**src/rtl/atx_ctrl_pkg.sv**
```systemverilog
package atx_ctrl_pkg;

  localparam int N_SRC     = 3;
  localparam int BIT_UMODE = 12;
  localparam int BIT_SRST  = 5;
  localparam int RATIO_LO  = 3;
  localparam int SWAP_LO   = 1;
  localparam int TOP_BIT   = 12;

  typedef enum int {
    SRC_USER = 0,
    SRC_BUF  = 1,
    SRC_END  = 2
  } src_e;

  typedef enum logic [1:0] {
    RATIO_256 = 2'b00,
    RATIO_384 = 2'b01,
    RATIO_X2  = 2'b10,
    RATIO_X3  = 2'b11
  } ratio_e;

  typedef enum logic [1:0] {
    SWAP_M0  = 2'b00,
    SWAP_M1  = 2'b01,
    SWAP_3B  = 2'b10,
    SWAP_2B  = 2'b11
  } swap_e;

  typedef struct packed {
    logic   umode;
    ratio_e ratio;
    swap_e  swap;
  } mode_t;

  // pending/enable pairs sit in descending pairs from bit 11
  function automatic int pend_bit(input int idx);
    return 11 - 2 * idx;
  endfunction

  function automatic int en_bit(input int idx);
    return 10 - 2 * idx;
  endfunction

endpackage

```
**src/rtl/atx_irq_flag.sv**
```systemverilog
module atx_irq_flag (
  input  logic clk_i,
  input  logic rst_ni,
  input  logic set_i,
  input  logic wr_i,
  input  logic clr_bit_i,
  input  logic en_bit_i,
  output logic pend_o,
  output logic en_o
);

  logic pend_q, pend_d;
  logic en_q, en_d;
  logic pend_ce;

  always_comb begin
    pend_ce = set_i | (wr_i & clr_bit_i);
    pend_d  = pend_q;
    if (wr_i && clr_bit_i) pend_d = 1'b0;
    // hardware set overrides a coincident software clear
    if (set_i) pend_d = 1'b1;
    en_d = en_q;
    if (wr_i) en_d = en_bit_i;
  end

  always_ff @(posedge clk_i or negedge rst_ni) begin
    if (!rst_ni) begin
      pend_q <= 1'b0;
    end else if (pend_ce) begin
      pend_q <= pend_d;
    end
  end

  always_ff @(posedge clk_i or negedge rst_ni) begin
    if (!rst_ni) begin
      en_q <= 1'b0;
    end else if (wr_i) begin
      en_q <= en_d;
    end
  end

  assign pend_o = pend_q;
  assign en_o   = en_q;

endmodule

```
**src/rtl/atx_mode_regs.sv**
```systemverilog
module atx_mode_regs
  import atx_ctrl_pkg::*;
(
  input  logic       clk_i,
  input  logic       rst_ni,
  input  logic       wr_i,
  input  logic       umode_i,
  input  logic [1:0] ratio_i,
  input  logic [1:0] swap_i,
  input  logic       srst_i,
  output mode_t      mode_o,
  output logic       srst_o
);

  mode_t mode_q, mode_d;
  logic  srst_q, srst_d;

  always_comb begin
    mode_d = mode_q;
    if (wr_i) begin
      mode_d.umode = umode_i;
      mode_d.ratio = ratio_e'(ratio_i);
      mode_d.swap  = swap_e'(swap_i);
    end
    // pulse lasts one cycle: next value depends only on this cycle's write
    srst_d = wr_i & srst_i;
  end

  always_ff @(posedge clk_i or negedge rst_ni) begin
    if (!rst_ni) begin
      mode_q <= '{umode: 1'b0, ratio: RATIO_256, swap: SWAP_M0};
    end else if (wr_i) begin
      mode_q <= mode_d;
    end
  end

  always_ff @(posedge clk_i or negedge rst_ni) begin
    if (!rst_ni) begin
      srst_q <= 1'b0;
    end else begin
      srst_q <= srst_d;
    end
  end

  assign mode_o = mode_q;
  assign srst_o = srst_q;

endmodule

```
**src/rtl/atx_rd_mux.sv**
```systemverilog
module atx_rd_mux
  import atx_ctrl_pkg::*;
#(
  parameter int DATA_W = 32
) (
  input  logic              hit_i,
  input  mode_t             mode_i,
  input  logic [N_SRC-1:0]  pend_i,
  input  logic [N_SRC-1:0]  en_i,
  output logic [DATA_W-1:0] rdata_o
);

  always_comb begin
    rdata_o = '0;
    if (hit_i) begin
      rdata_o[BIT_UMODE]             = mode_i.umode;
      rdata_o[RATIO_LO+1:RATIO_LO]   = mode_i.ratio;
      rdata_o[SWAP_LO+1:SWAP_LO]     = mode_i.swap;
      for (int i = 0; i < N_SRC; i++) begin
        rdata_o[pend_bit(i)] = pend_i[i];
        rdata_o[en_bit(i)]   = en_i[i];
      end
    end
  end

endmodule

```
**src/rtl/atx_ctrl_reg.sv**
```systemverilog
module atx_ctrl_reg
  import atx_ctrl_pkg::*;
#(
  parameter int ADDR_W   = 8,
  parameter int DATA_W   = 32,
  parameter int REG_ADDR = 0
) (
  input  logic              clk_i,
  input  logic              rst_ni,
  input  logic [ADDR_W-1:0] bus_addr_i,
  input  logic              bus_wr_i,
  input  logic [DATA_W-1:0] bus_wdata_i,
  output logic [DATA_W-1:0] bus_rdata_o,
  input  logic              ev_user_done_i,
  input  logic              ev_buf_empty_i,
  input  logic              ev_stream_end_i,
  output logic              irq_o,
  output logic              soft_rst_o,
  output logic              user_in_pcm_o,
  output logic [1:0]        mclk_ratio_o,
  output logic [1:0]        swap_mode_o
);

  localparam logic [ADDR_W-1:0] HIT_ADDR = ADDR_W'(REG_ADDR);

  logic             addr_hit;
  logic             wr_hit;
  logic [N_SRC-1:0] ev_vec;
  logic [N_SRC-1:0] pend_vec;
  logic [N_SRC-1:0] en_vec;
  mode_t            mode;
  logic             irq_q, irq_d;
  logic             unused_wdata;

  assign addr_hit = (bus_addr_i == HIT_ADDR);
  assign wr_hit   = bus_wr_i & addr_hit;

  always_comb begin
    ev_vec           = '0;
    ev_vec[SRC_USER] = ev_user_done_i;
    ev_vec[SRC_BUF]  = ev_buf_empty_i;
    ev_vec[SRC_END]  = ev_stream_end_i;
  end

  for (genvar g = 0; g < N_SRC; g++) begin : g_src
    atx_irq_flag u_flag (
      .clk_i     (clk_i),
      .rst_ni    (rst_ni),
      .set_i     (ev_vec[g]),
      .wr_i      (wr_hit),
      .clr_bit_i (bus_wdata_i[pend_bit(g)]),
      .en_bit_i  (bus_wdata_i[en_bit(g)]),
      .pend_o    (pend_vec[g]),
      .en_o      (en_vec[g])
    );
  end

  atx_mode_regs u_mode (
    .clk_i   (clk_i),
    .rst_ni  (rst_ni),
    .wr_i    (wr_hit),
    .umode_i (bus_wdata_i[BIT_UMODE]),
    .ratio_i (bus_wdata_i[RATIO_LO+1:RATIO_LO]),
    .swap_i  (bus_wdata_i[SWAP_LO+1:SWAP_LO]),
    .srst_i  (bus_wdata_i[BIT_SRST]),
    .mode_o  (mode),
    .srst_o  (soft_rst_o)
  );

  atx_rd_mux #(.DATA_W(DATA_W)) u_rd (
    .hit_i   (addr_hit),
    .mode_i  (mode),
    .pend_i  (pend_vec),
    .en_i    (en_vec),
    .rdata_o (bus_rdata_o)
  );

  always_comb begin
    irq_d = |(pend_vec & en_vec);
  end

  always_ff @(posedge clk_i or negedge rst_ni) begin
    if (!rst_ni) begin
      irq_q <= 1'b0;
    end else begin
      irq_q <= irq_d;
    end
  end

  assign irq_o         = irq_q;
  assign user_in_pcm_o = mode.umode;
  assign mclk_ratio_o  = mode.ratio;
  assign swap_mode_o   = mode.swap;
  assign unused_wdata  = ^{bus_wdata_i[DATA_W-1:TOP_BIT+1], bus_wdata_i[0]};

endmodule

```
**config.mk**
```make
export PLATFORM = sky130hd
export DESIGN_NAME = atx_ctrl_reg
export DESIGN_NICKNAME = d
export VERILOG_FILES = /design/src/rtl/atx_ctrl_pkg.sv /design/src/rtl/atx_irq_flag.sv /design/src/rtl/atx_mode_regs.sv /design/src/rtl/atx_rd_mux.sv /design/src/rtl/atx_ctrl_reg.sv
export SDC_FILE = /design/constraint.sdc
export NUM_CORES = 1
export LEC_CHECK = 0
export BUFFER_PORTS_ARGS = -buffer_cell sky130_fd_sc_hd__buf_4
export CORE_MARGIN = 5
export CORE_UTILIZATION = 25
export DETAILED_ROUTE_END_ITERATION = 10
export HOLD_SLACK_MARGIN = 0.12
export REMOVE_ABC_BUFFERS = 1
export SLEW_MARGIN = 10
export SYNTH_ARGS = -nofsm -noshare
export SYNTH_HDL_FRONTEND = slang
export SYNTH_SLANG_ARGS = --single-unit
```
**constraint.sdc**
```tcl
create_clock -name clk_i -period 1.89 [get_ports clk_i]
set_input_delay 0.378 -clock clk_i [delete_from_list [all_inputs] [get_ports clk_i]]
set_output_delay 0.378 -clock clk_i [all_outputs]
set_load 0.005 [all_outputs]
```
==> results by group <==
Setup path
  • Maximum cell stage delay along the critical path: approximately 0.3 ns
  • FF-to-FF setup slack: around 0.99 ns
  • Cells traversed along the worst timing path: buf_4 > nor4_2 > buf_4 > and3_1 > buf_4
  • Source of the critical timing path: bus_addr_i[5]
  • Data required time of the worst path: around 1.5 ns
  • Worst r2r path cells: 2
  • Data arrival at the endpoint of the critical path: 1.28 ns
  • Category of the worst setup path launch point: input pin
  • FF-to-FF End: irq_o
  • Type of destination of the critical path: output pin
  • Capturing instance or port of the critical path: bus_rdata_o[10]
  • Worst setup path category: input pin to output pin
  • Crit-path max FO: 9
  • Critical-path top delay cell: nor4_2
  • CP most frequent cell: buf_4
  • Worst r2r src: g_src[0].u_flag.en_o

Clock tree
  • TritonCTS clock tree: done
  • Deepest clock path buffer count: 2
  • Post-CTS setup repair buffer count: 0
  • Clock H-tree levels: 1
  • Master cell of the clock root buffer: clkbuf_4
  • Worst skew pair latency: around 0.27 ns
  • Number of buffers added by the clock tree synthesis step: 3
  • Clock sink count: 13
  • Clock edge transition at the registers on the reported setup and hold paths: around 0.08 ns

Power
  • LEAKAGE: roughly 0.00063 uW
  • Total power per unit cell area: between 500 and 600 mW/mm^2
  • Peak VDD IR: approximately 0.00021 V

Yosys
  • Avg Synthesized Cell Area: approximately 11 sq um
  • Library cells used by synthesis: 16
  • Seq cells post-synth: 13
  • Register area share after synthesis: a little over two fifths
  • Number of warnings reported in the yosys synthesis log: 0
  • Synthesized instance count: approximately 70
  • Leading cell types by total area after synthesis: dfrtp_1 43%, buf_4 21%, mux2_2 12%
  • Post-synthesis instance area: between 700 and 800 sq um
  • Area leader, netlist: dfrtp_1
  • Yosys top cell area share: between 40% and 50%

Floorplanning
  • Area enclosed by the die boundary: 0.004252 sq mm
  • Overall die width: 65.21 um
  • Die boundary height: around 65 um
  • Cell Rows: 20
  • Initial standard-cell utilization of the core: about a quarter
  • I/O pins: between 80 and 90
  • Core Area: ~0.003 sq mm

Timing
  • Final critical-path share of the clock period: 87.59%
  • Final number of max-transition violations: 0
  • Hold Vio Cnt, Final: 0
  • Setup Viol. Count Final: 0
  • RSZ-0062 raised after global routing: false
  • Clock Skews: roughly 0.0014 ns
  • Setup_tns: 0 ns
  • Tmin final: about 1.7 ns
  • Highest Clock Rate: just over 0.6 GHz

Detailed routing
  • Pre-antenna DRT Iters: 4
  • WL final: ~1.9 mm
  • Starting DRC count in detailed routing: 13
  • Vias per Instance: around 4.3
  • Wirelength per Cell: roughly 12 um
  • Drt drc: 0
  • Residual antenna-violating net count after detailed routing: 0
  • Vias: 649

Final layout
  • Total number of nets in the final design: roughly 170
  • Final design area excluding fillers: approximately 0.0011 sq mm
  • Final Instance Count excl. Fillers: between 150 and 200
  • Layout area overhead: 45.65%
  • Ratio of cells with drive above 1 in the final layout: between 50% and 60%
  • Number of diodes: 0

GRT
  • Global-route wire length before repair: 2.684 mm
  • Largest net degree at the start of global routing: 15
  • Global-route total usage across every layer: ~8.5%
  • Antenna violations before repair: 0
  • Vias in the first global route: between 500 and 600
  • Final global-route overflow total: 0

Run status
  • Status: finished, final reports clean

Placement
  • Half-perimeter wire length after detailed placement: 1.579 mm
  • Area of placed instances: between 0.001 and 0.0015 sq mm
  • RD Place Congestion: approximately 0.68
  • Quantity of I/O buffers inserted on ports: between 40 and 50
  • Placed instance count: about 150

Worst hold path
  • Type of the tightest min-delay check: input pin to flip-flop

Run
  • Max-cap viol count: 0
-- stage by stage --
step	power, uW	hold WS, ns	utilization (%)	setup slack (ns)
6_report	557.2	0.2880	37.27	0.2345
5_1_grt	589.0	0.2849	37.27	0.1509
4_1_cts	565.3	0.2816	37.27	0.2175
3_5_place_dp	392.9	0.2335	36.05	0.2254
3_3_place_gp	390.6	0.2304	36.05	0.2020
2_1_floorplan	325.5	0.08241	-	0.1444
-- sequential cells by signal, summed over array words and instances, names as in the netlist --
register and count:
irq_o 1, g_src.u_flag.pend_o 3, u_mode.srst_o 1, u_mode.mode_o 5, g_src.u_flag.en_o 3
-- cells in the mapped netlist --
| library cell | n |
|---|---|
| inv_1 | 2 |
| nand4_1 | 2 |
| and3_1 | 10 |
| conb_1 | 1 |
| mux2_2 | 8 |
| nand2b_1 | 1 |
| clkbuf_1 | 2 |
| nor4_2 | 2 |
| nor2_1 | 1 |
| dfrtp_1 | 13 |
| nand3_4 | 1 |
| and3_2 | 1 |
| a21o_1 | 2 |
| a222oi_1 | 1 |
| o22a_2 | 1 |
| buf_4 | 21 |
-- kinds of logic after synthesis --
| logic type | synth area share, % |
|---|---|
| muxes | 11.82 |
| buffers and inverters | 22.66 |
| DFF | 42.69 |
| other | 0.4921 |
| and+or+nand+nor | 17.73 |
| AOI/OAI and AO/OA | 4.597 |
-- cell usage in the layout, fill, tap and decap left out, drive strengths merged, types with 2 or more instances in the layout --
master,instances
and3,11
nand4,2
buf,48
conb,21
inv,2
dfrtp,13
nor4,2
clkbuf,4
a21o,2
mux2,8
-- final cells by class --
| class | instances | area (sq um) |
|---|---|---|
| repair buffers | 49 | 370.4 |
| clock buffers | 4 | 26.28 |
| flip-flops and latches | 13 | 325.3 |
| well taps | 33 | 41.29 |
| inverters | 2 | 7.507 |
| fillers | 314 | 1868 |
| multi-input cells | 51 | 339.1 |
-- routing by layer --
metal,wire length (um),track usage (%)
met5,0,0
met1,619,8.677
met3,303,3.932
met4,25,5.440
met2,934,13.91
-- report_power, final --
part | switching [uW] | internal, uW
registers | 6.39 | 289
clock network | 86.8 | 81.7
logic | 37.9 | 55.6
-- what timing repair did --
item / 4_1_cts / 5_1_grt
hold buffers: 1 / 0
setup endpoints to repair: 0 / 0
endpoints found under the hold margin: 13 / 0
gates resized for setup: 0 / 0
-- worst max-delay path, delay by kind of cell --
family	cells	cell delay, ns
buffers and inverters	3	0.43
AND/OR/NAND/NOR	2	0.46
-- how the worst min path moves through the flow --
stage / endpoint / cells past startpoint / startpoint
6_report: g_src[0].u_flag.pend_o / 2 / ev_user_done_i
5_1_grt: g_src[2].u_flag.pend_o / 2 / ev_stream_end_i
4_1_cts: g_src[0].u_flag.pend_o / 2 / ev_user_done_i
3_5_place_dp: u_mode.srst_o / 1 / rst_ni
3_3_place_gp: u_mode.srst_o / 1 / rst_ni
2_1_floorplan: g_src[0].u_flag.en_o / 0 / rst_ni
No activity file was read; power rests on OpenSTA's default activity.
